## src/rtl/seqgen_pkg.sv

```systemverilog
package seqgen_pkg;

   localparam int unsigned SG_W   = 3;
   localparam int unsigned BIT_B  = 2;
   localparam int unsigned BIT_C  = 1;
   localparam int unsigned BIT_D  = 0;

   typedef logic [SG_W-1:0] sg_code_t;

   typedef struct packed {
      logic j;
      logic k;
   } jk_pair_t;

   localparam sg_code_t SG_FIRST = 3'b001;

   function automatic logic sg_in_cycle(input sg_code_t c);
      return (c == 3'b001) || (c == 3'b011) || (c == 3'b100) || (c == 3'b111);
   endfunction

endpackage

```

## src/rtl/seqgen_excite.sv

```systemverilog
module seqgen_excite
   import seqgen_pkg::*;
#(
   parameter int unsigned STATE_W = 3
) (
   input  logic [STATE_W-1:0]   cur_i,
   output jk_pair_t [STATE_W-1:0] drive_o
);

   logic qb, qc, qd;

   assign qb = cur_i[BIT_B];
   assign qc = cur_i[BIT_C];
   assign qd = cur_i[BIT_D];

   always_comb begin
      drive_o            = '0;
      drive_o[BIT_B].j   = qc & qd;
      drive_o[BIT_B].k   = qc & qd;
      drive_o[BIT_C].j   = qd | qb;
      drive_o[BIT_C].k   = qd;
      drive_o[BIT_D].j   = 1'b1;
      drive_o[BIT_D].k   = ~qb & qc;
   end

endmodule

```

## src/rtl/seqgen_jk_cell.sv

```systemverilog
module seqgen_jk_cell #(
   parameter int unsigned JK_STYLE = 0,
   parameter bit          RST_BIT  = 1'b0
) (
   input  logic clk_i,
   input  logic rst_i,
   input  logic ce_i,
   input  logic ld_i,
   input  logic ld_bit_i,
   input  logic j_i,
   input  logic k_i,
   output logic q_o
);

   logic q_q;
   logic q_nxt;

   generate
      if (JK_STYLE > 1) begin : g_bad_style
         $error("seqgen_jk_cell: JK_STYLE must be 0 or 1");
      end

      if (JK_STYLE == 0) begin : g_decoded
         always_comb begin
            unique case ({j_i, k_i})
               2'b00:   q_nxt = q_q;
               2'b01:   q_nxt = 1'b0;
               2'b10:   q_nxt = 1'b1;
               default: q_nxt = ~q_q;
            endcase
         end
      end else begin : g_charact
         assign q_nxt = (j_i & ~q_q) | (~k_i & q_q);
      end
   endgenerate

   always_ff @(posedge clk_i) begin
      if (rst_i)      q_q <= RST_BIT;
      else if (ld_i)  q_q <= ld_bit_i;
      else if (ce_i)  q_q <= q_nxt;
   end

   assign q_o = q_q;

   // storage cell behaviour for each J/K combination
   p_jk_hold_r7: assert property (@(posedge clk_i) disable iff (rst_i)
      (ce_i && !ld_i && !j_i && !k_i) |=> $stable(q_q));
   p_jk_clear_r7: assert property (@(posedge clk_i) disable iff (rst_i)
      (ce_i && !ld_i && !j_i && k_i) |=> !q_q);
   p_jk_set_r7: assert property (@(posedge clk_i) disable iff (rst_i)
      (ce_i && !ld_i && j_i && !k_i) |=> q_q);
   p_jk_toggle_r7: assert property (@(posedge clk_i) disable iff (rst_i)
      (ce_i && !ld_i && j_i && k_i) |=> (q_q != $past(q_q)));

endmodule

```

## src/rtl/seqgen_1347.sv

```systemverilog
module seqgen_1347
   import seqgen_pkg::*;
#(
   parameter int unsigned STATE_W  = 3,
   parameter int unsigned JK_STYLE = 0
) (
   input  logic               clk_i,
   input  logic               rst_i,
   input  logic               en_i,
   input  logic               seed_we_i,
   input  logic [STATE_W-1:0] seed_val_i,
   output logic [STATE_W-1:0] state_o,
   output logic               start_o
);

   localparam sg_code_t START_CODE = SG_FIRST;

   logic [STATE_W-1:0]     state_q;
   jk_pair_t [STATE_W-1:0] drive;
   logic                   in_cycle;

   generate
      if (STATE_W != SG_W) begin : g_bad_width
         $error("seqgen_1347: STATE_W must equal 3");
      end
   endgenerate

   seqgen_excite #(
      .STATE_W (STATE_W)
   ) u_excite (
      .cur_i   (state_q),
      .drive_o (drive)
   );

   generate
      for (genvar g = 0; g < STATE_W; g++) begin : g_bit
         seqgen_jk_cell #(
            .JK_STYLE (JK_STYLE),
            .RST_BIT  (START_CODE[g])
         ) u_cell (
            .clk_i    (clk_i),
            .rst_i    (rst_i),
            .ce_i     (en_i),
            .ld_i     (seed_we_i),
            .ld_bit_i (seed_val_i[g]),
            .j_i      (drive[g].j),
            .k_i      (drive[g].k),
            .q_o      (state_q[g])
         );
      end
   endgenerate

   assign in_cycle = sg_in_cycle(state_q);
   assign state_o  = state_q;
   assign start_o  = (state_q == START_CODE);

   // reset lands on the first value whatever else is driven
   p_reset_value_r2: assert property (@(posedge clk_i)
      rst_i |=> (state_o == START_CODE));
   // no enable, no seed -> state frozen
   p_hold_r4: assert property (@(posedge clk_i) disable iff (rst_i)
      (!en_i && !seed_we_i) |=> $stable(state_o));
   // the cycle is closed under enabled stepping
   p_cycle_closed_r1: assert property (@(posedge clk_i) disable iff (rst_i)
      (en_i && !seed_we_i && in_cycle) |=> sg_in_cycle(state_o));
   // every unused code re-enters the cycle in one step
   p_unused_exit_r3: assert property (@(posedge clk_i) disable iff (rst_i)
      (en_i && !seed_we_i && !in_cycle) |=> sg_in_cycle(state_o));
   // seed written into the state
   p_seed_load_r5: assert property (@(posedge clk_i) disable iff (rst_i)
      seed_we_i |=> (state_o == $past(seed_val_i)));
   // start flag never lasts two enabled steps
   p_start_single_r6: assert property (@(posedge clk_i) disable iff (rst_i)
      (start_o && en_i && !seed_we_i) |=> !start_o);

endmodule

```

## config.mk

```make
export PLATFORM = sky130hd
export DESIGN_NAME = seqgen_1347
export DESIGN_NICKNAME = d
export VERILOG_FILES = /design/src/rtl/seqgen_pkg.sv /design/src/rtl/seqgen_excite.sv /design/src/rtl/seqgen_jk_cell.sv /design/src/rtl/seqgen_1347.sv
export SDC_FILE = /design/constraint.sdc
export NUM_CORES = 1
export LEC_CHECK = 0
export BUFFER_PORTS_ARGS = -buffer_cell sky130_fd_sc_hd__buf_4
export CORE_AREA = 3 3 40 42
export DETAILED_ROUTE_END_ITERATION = 10
export DIE_AREA = 0 0 43 45
export SLEW_MARGIN = 0
export SYNTH_ARGS = -nofsm -noshare
export SYNTH_HDL_FRONTEND = slang
export SYNTH_SLANG_ARGS = --single-unit
```

## constraint.sdc

```tcl
create_clock -name clk_i -period 1.1 [get_ports clk_i]
set_clock_uncertainty 0.1 [all_clocks]
set_input_delay 0.22 -clock clk_i [delete_from_list [all_inputs] [get_ports clk_i]]
set_output_delay 0.22 -clock clk_i [all_outputs]
set_load 0.005 [all_outputs]
```

==> flow_results.org <==
** STA
- Subtracting the final worst setup slack from the clock period gives 1197 ps.
- In the post-route analysis, the smallest setup slack over all paths is -96.88 ps.
- Final setup vio count :: 4
- At the pin with the least slew margin, the transition time is 204.2 ps.
- Count of final hold-check violations :: 0
- The final-report max-slew violation count is 0.
- Fmax :: about 840 MHz
- Final total negative setup slack :: -184.4 ps
- Ratio of final minimum period to clock period :: 108.8%
- Measured against its own limit, the worst slew margin works out to between 80% and 90%.
- Setup repair after global routing could not meet its margin everywhere.

** Placement
- Routability-driven placement congestion ratio :: 0.6825
- Minimum setup slack after placement :: between 6 and 7 ps
- Estimated wirelength of the detail-placed design :: 315.3 um
- Port bufs :: 10
- After detailed placement, the total cell area comes to ~240 um2.
- Including well taps, the total number of placed cells is 43.

** Clock network
- Clk Latency, worst-skew pair :: 230 ps
- Root Buffer Master :: clkbuf_4
- H-Tree Level Count :: 1
- Number of hold buffers added after cts :: 0
- Register clock-pin slew on the reported worst setup and hold paths :: 40 ps
- TritonCTS clock tree :: built
- No sink is reached through more buffers than the 2 on the longest clock path.
- Total CTS buffers :: 3
- Number of clock sinks seen by CTS :: 3

** Route
- The first routing iteration left 0 violations.
- Dividing the detail-routed wire length by the instance count gives between 9 and 10 um.
- Vias after detailed routing :: 201
- The final layout contains routed wiring with a total length of 471 um.
- For this run, the detailed router's first-pass iteration total came to 1.
- Using the TritonRoute via totals, the vias-per-cell ratio works out to 3.941.
- Once detail routing completed, the nets flagged for antenna violations numbered 0.
- After detailed routing, the number of remaining DRC violations is 0.

** Yosys
- For this run, the number of Yosys warnings is 0.
- Counting flops and latches in the post-synthesis netlist gives 3.
- The number of nets handed over by synthesis was 28.
- Number of instances in the synthesized netlist :: 21
- Sequential cells were found to cover 35.04% of the synthesized design area.
- Netlist cell types :: 14
- In this run the cell area of the synthesized design comes to around 170 um2.
- After synthesis, the mean cell area works out to a little over 8 um2.

** Hold path
- Startpoint of the lowest-slack hold path :: rst_i
- In this run the worst hold path is classified as in -> reg.

** Worst setup path
- Of all nets on the critical path, the largest fanout is 4.
- The most critical setup path has its startpoint at g_bit[1].u_cell.q_o.
- The worst setup path is captured at an output port.
- The worst setup path is of the reg -> out kind.
- At the worst endpoint, the required time is around 780 ps.
- Worst reg2reg path startpoint :: g_bit[1].u_cell.q_o
- Category of the worst setup path launch point :: flop
- Arr. time, crit path :: 880 ps

** Final layout
- Summing all non-filler instances in the final layout gives an area of roughly 320 um2.
- Top library cells by usage in the layout, fill and taps aside :: buf_4, a21oi_1, clkbuf_4
- Syn-to-layout area delta :: 86.86%
- The register with the most flip-flops in the layout has 3 of them.
- Count of placed standard cells in the final layout, fillers left out :: 51
- The number of antenna diodes in the final layout is 0.
- The post-route netlist has 61.11% of its cells at a drive strength greater than 1.
- Number of nets in the final layout :: 44
- Leaving out fill and tap cells, the most frequent cell in the layout is buf_4.

** Global route
- Entering global routing, the biggest net connects 7 pins.
- The first global-routing pass estimated 731 um of wire.
- The number of antenna violations at the first check in global routing is 0.
- Aggregate global-route resource usage :: 5.740%
- Grt ovf :: 0
- Number of global-route vias before repair :: 180

** Floorplan
- Total number of placement rows :: 13
- Die span in y :: about 45 um
- The die is 43 um wide.
- Top-level port count :: 11
- Initial standard-cell utilization of the core :: 13.34%
- The die covers about 1900 um2.
- In this run the standard cell core region covers 1285 um2.

** Outcome
- Outcome :: complete, but fails checks
- Failing checks :: setup timing

** Pwr
- Power Total :: 0.4087 mW
- Power density of the placed cells :: 1276 nW/um2
- Peak VDD IR :: approximately 490 uV
- Static leakage power :: roughly 0.15 nW

** Job
- Max-Cap Viols :: 0
-- routing by layer --
layer  global-route usage (%)  routed length (um)
met4                    1.807                   0
met1                    6.971                 231
met2                    6.587                 176
met3                    5.976                  63
met5                        0                   0
-- power breakdown --
group / switching [mW] / leakage, nW / internal (mW) / total [mW]
Sequential: 0.00942 / 0.0259 / 0.118 / 0.127
Clock: 0.0556 / 0.0150 / 0.136 / 0.191
Combinational: 0.0313 / 0.106 / 0.0590 / 0.0904
-- per-stage QoR --
step	hold WS, ps	utilization (%)
after floorplan	189.1	-
after global routing	42.26	24.93
after detailed placement	295.7	18.89
after global placement	295.9	18.89
final	43.62	24.93
after CTS	39.85	23.56
-- synth_stat cells --
cell type,number,area [um2]
buf_4,3,22.52
nor2_1,2,7.510
a31oi_1,1,6.260
nand3_2,1,10.01
a21oi_1,3,15.01
inv_1,1,3.750
and2_0,1,6.260
o31ai_1,1,7.510
o31a_1,1,8.760
o21a_1,1,7.510
o21ai_0,1,5.000
nand2_1,1,3.750
dfxtp_1,3,60.06
nor3b_1,1,7.510
-- logic make-up (layout without fill, tap and decap cells) --
logic type	after synthesis	count (layout)	synth area share, %
DFF	3	3	35.04
and+or+nand+nor	6	6	20.44
AOI/OAI and AO/OA	8	8	29.20
buffers and inverters	4	19	15.33
-- cell type report --
class / instances / area [um2]
sequential: 3 / 68.82
multi-input combinational: 14 / 90.09
timing repair buffer: 14 / 112.6
inverter: 1 / 3.754
clock buffer: 4 / 26.28
tap: 15 / 18.77
fill: 151 / 964.7
-- repair_timing --
item,4_1_cts,5_1_grt
pin swaps,0,1
resized for setup,7,2
buffers inserted,2,2
setup endpoints to repair,4,4
-- critical path, stage by stage (launching register included) --
cell     delay, ps
dfxtp_4        350
nor3b_2        170
buf_4          130
-- path summary, 6_finish.rpt --
kind / end / slack [ps] / cells after the start
hold reg to reg: g_bit[0].u_cell.q_o / 520 / 2
setup reg to reg: g_bit[2].u_cell.q_o / -20 / 4
setup / recovery: start_o / -100 / 2
hold / removal: g_bit[1].u_cell.q_o / 40 / 2
(Power assumes the default switching activity.)
